## src/rtl/tcmp_pkg.sv

```systemverilog
// Shared types for the timer compare output pin unit.
package tcmp_pkg;
    typedef enum logic [1:0] {
        WAVE_NORMAL = 2'b00,
        WAVE_CTC    = 2'b01,
        WAVE_FAST   = 2'b10,
        WAVE_PHASE  = 2'b11
    } wave_e;

    typedef enum logic [1:0] {
        ACT_NONE   = 2'b00,
        ACT_TOGGLE = 2'b01,
        ACT_CLEAR  = 2'b10,
        ACT_SET    = 2'b11
    } act_e;
endpackage

```

## src/rtl/tcmp_mode_reg.sv

```systemverilog
// Output-action field register. Single copy, no shadow: a write is
// visible from the edge that stores it. Assumes sync active-low reset.
module tcmp_mode_reg #(
    parameter int MODE_W = 2
) (
    input  logic              clk,
    input  logic              rst_n,
    input  logic              wr,
    input  logic [MODE_W-1:0] wdata,
    output logic [MODE_W-1:0] mode
);
    // Store the field on a write; reset returns it to no action.
    always_ff @(posedge clk) begin
        if (!rst_n)  mode <= '0;
        else if (wr) mode <= wdata;
    end


    mode_load_chk: assert property (@(posedge clk) disable iff (!rst_n)
        wr |=> (mode == $past(wdata)));


    mode_reset_chk: assert property (@(posedge clk)
        !rst_n |=> (mode == '0));
endmodule

```

## src/rtl/tcmp_state_logic.sv

```systemverilog
// Compare state register. Decodes the action for the current waveform
// mode and timer events, then applies it. Assumes match/force/bottom
// are one-cycle strobes qualified by wave_mode in the same cycle.
module tcmp_state_logic
    import tcmp_pkg::*;
(
    input  logic       clk,
    input  logic       rst_n,
    input  logic [1:0] mode,
    input  logic [1:0] wave_mode,
    input  logic       match,
    input  logic       force_cmp,
    input  logic       count_down,
    input  logic       at_bottom,
    output logic       state
);
    wave_e wave;
    act_e  act;
    logic  state_nx;

    assign wave = wave_e'(wave_mode);

    // Choose the action the current events call for.
    always_comb begin
        act = ACT_NONE;
        unique case (wave)
            WAVE_NORMAL, WAVE_CTC: begin
                if (match || force_cmp) act = act_e'(mode);
            end
            WAVE_FAST: begin
                if (match) begin
                    if (mode == 2'b10)      act = ACT_CLEAR;
                    else if (mode == 2'b11) act = ACT_SET;
                end else if (at_bottom) begin
                    if (mode == 2'b10)      act = ACT_SET;
                    else if (mode == 2'b11) act = ACT_CLEAR;
                end
            end
            WAVE_PHASE: begin
                if (match) begin
                    if (mode == 2'b10)      act = count_down ? ACT_SET : ACT_CLEAR;
                    else if (mode == 2'b11) act = count_down ? ACT_CLEAR : ACT_SET;
                end
            end
            default: act = ACT_NONE;
        endcase
    end

    // Apply the selected action to the current state.
    always_comb begin
        unique case (act)
            ACT_TOGGLE: state_nx = ~state;
            ACT_CLEAR:  state_nx = 1'b0;
            ACT_SET:    state_nx = 1'b1;
            default:    state_nx = state;
        endcase
    end

    // Hold the compare state; reset clears it.
    always_ff @(posedge clk) begin
        if (!rst_n) state <= 1'b0;
        else        state <= state_nx;
    end


    idle_field_chk: assert property (@(posedge clk) disable iff (!rst_n)
        (mode == 2'b00) |=> $stable(state));


    toggle_chk: assert property (@(posedge clk) disable iff (!rst_n)
        (wave_mode[1] == 1'b0 && match && mode == 2'b01) |=> (state != $past(state)));


    fast_bottom_chk: assert property (@(posedge clk) disable iff (!rst_n)
        (wave_mode == 2'b10 && at_bottom && !match && mode == 2'b10) |=> state);


    pwm_force_chk: assert property (@(posedge clk) disable iff (!rst_n)
        (wave_mode[1] && force_cmp && !match && !at_bottom) |=> $stable(state));


    phase_up_chk: assert property (@(posedge clk) disable iff (!rst_n)
        (wave_mode == 2'b11 && match && !count_down && mode == 2'b10) |=> !state);


    state_reset_chk: assert property (@(posedge clk)
        !rst_n |=> !state);
endmodule

```

## src/rtl/tcmp_pin_mux.sv

```systemverilog
// Pin source selection. A non-zero action field substitutes the compare
// state for the port data bit; direction always comes from the port.
module tcmp_pin_mux #(
    parameter int MODE_W = 2
) (
    input  logic [MODE_W-1:0] mode,
    input  logic              cmp_state,
    input  logic              port_data,
    input  logic              port_dir,
    output logic              pin_out,
    output logic              pin_oe
);
    logic override;

    // Select the pin value and pass the direction through.
    always_comb begin
        override = |mode;
        pin_out  = override ? cmp_state : port_data;
        pin_oe   = port_dir;
    end
endmodule

```

## src/rtl/tcmp_pin_unit.sv

```systemverilog
// Top of the timer compare output pin unit: action field register,
// compare state logic and pin source mux. Assumes timer strobes are
// single-cycle and synchronous to clk; sync active-low reset.
module tcmp_pin_unit #(
    parameter int MODE_W = 2
) (
    input  logic              clk,
    input  logic              rst_n,
    input  logic              mode_wr,
    input  logic [MODE_W-1:0] mode_wdata,
    input  logic [1:0]        wave_mode,
    input  logic              match,
    input  logic              force_cmp,
    input  logic              count_down,
    input  logic              at_bottom,
    input  logic              port_data,
    input  logic              port_dir,
    output logic              cmp_state,
    output logic              pin_out,
    output logic              pin_oe
);
    logic [MODE_W-1:0] mode_q;

    tcmp_mode_reg #(.MODE_W(MODE_W)) mode_reg_i (
        .clk   (clk),
        .rst_n (rst_n),
        .wr    (mode_wr),
        .wdata (mode_wdata),
        .mode  (mode_q)
    );

    tcmp_state_logic state_i (
        .clk        (clk),
        .rst_n      (rst_n),
        .mode       (mode_q[1:0]),
        .wave_mode  (wave_mode),
        .match      (match),
        .force_cmp  (force_cmp),
        .count_down (count_down),
        .at_bottom  (at_bottom),
        .state      (cmp_state)
    );

    tcmp_pin_mux #(.MODE_W(MODE_W)) mux_i (
        .mode      (mode_q),
        .cmp_state (cmp_state),
        .port_data (port_data),
        .port_dir  (port_dir),
        .pin_out   (pin_out),
        .pin_oe    (pin_oe)
    );


    pin_follows_state_chk: assert property (@(posedge clk) disable iff (!rst_n)
        ($past(mode_wr) && $past(mode_wdata) != '0) |-> (pin_out == cmp_state));


    dir_stable_chk: assert property (@(posedge clk) disable iff (!rst_n)
        $stable(port_dir) |-> $stable(pin_oe));
endmodule

```

## config.mk

```make
export PLATFORM = sky130hd
export DESIGN_NAME = tcmp_pin_unit
export DESIGN_NICKNAME = d
export VERILOG_FILES = /design/src/rtl/tcmp_pkg.sv /design/src/rtl/tcmp_mode_reg.sv /design/src/rtl/tcmp_state_logic.sv /design/src/rtl/tcmp_pin_mux.sv /design/src/rtl/tcmp_pin_unit.sv
export SDC_FILE = /design/constraint.sdc
export NUM_CORES = 1
export LEC_CHECK = 0
export ABC_CLOCK_PERIOD_IN_PS = 1050
export BUFFER_PORTS_ARGS = -buffer_cell sky130_fd_sc_hd__buf_2
export CORE_AREA = 2 2 39 41
export CTS_BUF_LIST = sky130_fd_sc_hd__clkbuf_2
export DETAILED_ROUTE_END_ITERATION = 16
export DIE_AREA = 0 0 41 43
export PLACE_DENSITY_LB_ADDON = 0.12
export REMOVE_ABC_BUFFERS = 1
export SYNTH_ARGS = -nofsm -noshare
export SYNTH_HDL_FRONTEND = slang
export SYNTH_SLANG_ARGS = --single-unit
```

## constraint.sdc

```tcl
create_clock -name clk -period 1.05 [get_ports clk]
set_input_delay 0.105 -clock clk [delete_from_list [all_inputs] [get_ports clk]]
set_output_delay 0.105 -clock clk [all_outputs]
set_load 0.005 [all_outputs]
```

==> metrics.txt <==
die height 43 um; Root Driver clkbuf_2; DR pass1 iterations 2; WP data required 0.94 ns; worst hold endpoint mode_reg_i.mode[0]; Distinct cells, synth 16; Placer Congestion 0.688; total grt overflow 0; status finished with violations; post-route cell area 384 um^2; CTS HTree Levels 1; Reg-to-Reg Start mode_reg_i.mode[0]; # IOs 16; Worst path slowest cell dfxtp_4; Power Dens Cells 1030 nW/um^2; DIE AREA 1760 um^2; flip-flop and latch area 65.1 um^2; R2R Setup Slk 0.01 ns; fmax 851 MHz; Wirelength per Cell 10.8 um; top_reg_cell synth dfxtp_1; area of the core 1380 um^2; num rows 14; Worst Reg-to-Reg Cells 4; Multi-input gate area 170 um^2; final hold violations 0; Startpoint Class flop; most common cell in the netlist nor2b_1; failing checks negative setup slack; P_leak 0.182 nW; DR vias/cell 4.28; fillers 165; Reg-to-Reg End state_i.state; routed wire length 660 um; Final min period 1.18 ns; initial antenna violation count 0; Critical Path Stages 3; Worst-Skew Late Latency 0.20 ns; CP Cell Sequence nor2_4 > mux2_4 > buf_6; Clock Tree Buf Depth 2; mapped cell area 215 um^2; RSZ-0062 raised after global routing yes; Syn Area/Cell 8.61 um^2; first-pass GRT wire length 1010 um; layout cells sized above 1 64.4%; max-slew headroom at the worst pin 84.7%; top cell family by delay on the critical path flip-flops; largest cells by area after synthesis dfxtp_1, mux2i_1, nor2b_1; Critical Path End Type primary output; Num CTS Buffers 3; CTS tree yes; via count 261; Cells after DPL 56; DP HPWL 465 um; fin nets 59; Synth top area share 27.9%; CP Class flop to primary output; part of the Yosys area used for sequential elements 27.9%; Yosys top cell by area dfxtp_1; hold path start rst_n; Post-DP Area 315 um^2; Area Overhead vs Synth 78.5%; largest net degree at the start of global routing 7; Yosys reg bits 3; Chip Width 41 um; I/O Buffers 13; most instantiated cells after synthesis nor2b_1, dfxtp_1, mux2i_1; synthesized instance count 25; Initial DRC Count 2; Tot GR Track Use 8.32%; Clock Skew 0.00454 ns; Post-synth EDFFs 0; CP max FO 2; Pins Over Slew Limit 0; initial core utilization 15.6%; max-cap violations 0; worst setup margin -0.125 ns; Hold Path Class primary input to flop; vias in the first global route 273; critical path arrival 1.07 ns; hold path cells 2; Yosys warning count 0; Detail Route Antenna Nets 0; final worst-path cycle share 112%; ys async rst share 0%; DRC 0; crit-path max cell delay 0.34 ns; Worst-path clk slew 0.04 ns; final core occ 27.8%; clk sinks 3; Least-Margin Pin Slew 0.228 ns; WP buf/inv 1; Final Non-Filler Cells 61; maximum vdd drop 0.000414 V; Hold-fix buffers, CTS 0; Setup Viol. Count Final 1; ANT cells 0
-- cells by family after synthesis --
group / Yosys count / share of synthesized area [%]
AO/OA/AOI/OAI: 7 / 25.6
multiplexers: 4 / 19.2
AND/OR/NAND/NOR: 8 / 20.3
buffers and inverters: 3 / 6.97
flip-flops: 3 / 27.9
-- cell usage in the layout (no fill, tap or decap), types with 3 or more instances in the layout --
cell,instances
buf_2,12
nor2b_1,4
clkbuf_2,4
buf_4,4
mux2i_1,3
-- sequential cells by signal, indices dropped and copies added (netlist names) --
name             flops
state_i.state        1
mode_reg_i.mode      2
-- cell type report --
cell class / instances / share of cell area (%)
inverter: 2 / 1.95
timing repair buffer: 17 / 26.4
multi-input combinational: 19 / 44.3
clock buffer: 4 / 5.21
tap: 16 / 5.21
sequential: 3 / 16.9
-- timing repair --
| item | in CTS | in global routing |
|---|---|---|
| setup buffers | 1 | 0 |
| setup endpoints to repair | 1 | 2 |
| pin swaps | 3 | 0 |
| gates resized for setup | 8 | 2 |
-- metrics by stage --
stage | hold WS [ns] | worst slack (ns) | total power [mW] | TNS, ns
floorplan | 0.210 | 0.0408 | 0.164 | 0
global placement | 0.210 | 0.0357 | 0.214 | 0
detailed placement | 0.210 | 0.0269 | 0.214 | 0
CTS | 0.153 | -0.137 | 0.405 | -0.149
global route | 0.179 | -0.164 | 0.425 | -0.229
finish | 0.163 | -0.125 | 0.397 | -0.125
-- routing by layer --
| metal | part of all wire, % | global-route usage, % | vias to the layer above |
|---|---|---|---|
| met5 | 0 | 0 | - |
| li1 | - | - | 132 |
| met3 | 7.7 | 3.14 | 0 |
| met1 | 38 | 9.27 | 120 |
| met4 | 0 | 4.00 | 0 |
| met2 | 54 | 13.1 | 9 |
-- worst max path at each step --
stage	from	to	slack [ns]
2_1_floorplan	state_i.state	state_i.state	0.04
3_3_place_gp	mode_reg_i.mode[0]	pin_out	0.04
3_5_place_dp	state_i.state	state_i.state	0.03
4_1_cts	mode_reg_i.mode[0]	pin_out	-0.14
5_1_grt	mode_reg_i.mode[0]	pin_out	-0.16
6_report	mode_reg_i.mode[0]	pin_out	-0.13
-- report_power, final --
group	internal [mW]	leakage, nW	switching [mW]	total, mW
logic	0.0634	0.140	0.0448	0.108
clock network	0.100	0.0166	0.0601	0.161
registers	0.121	0.0257	0.00706	0.128
Power figures use the tool's default switching activity.
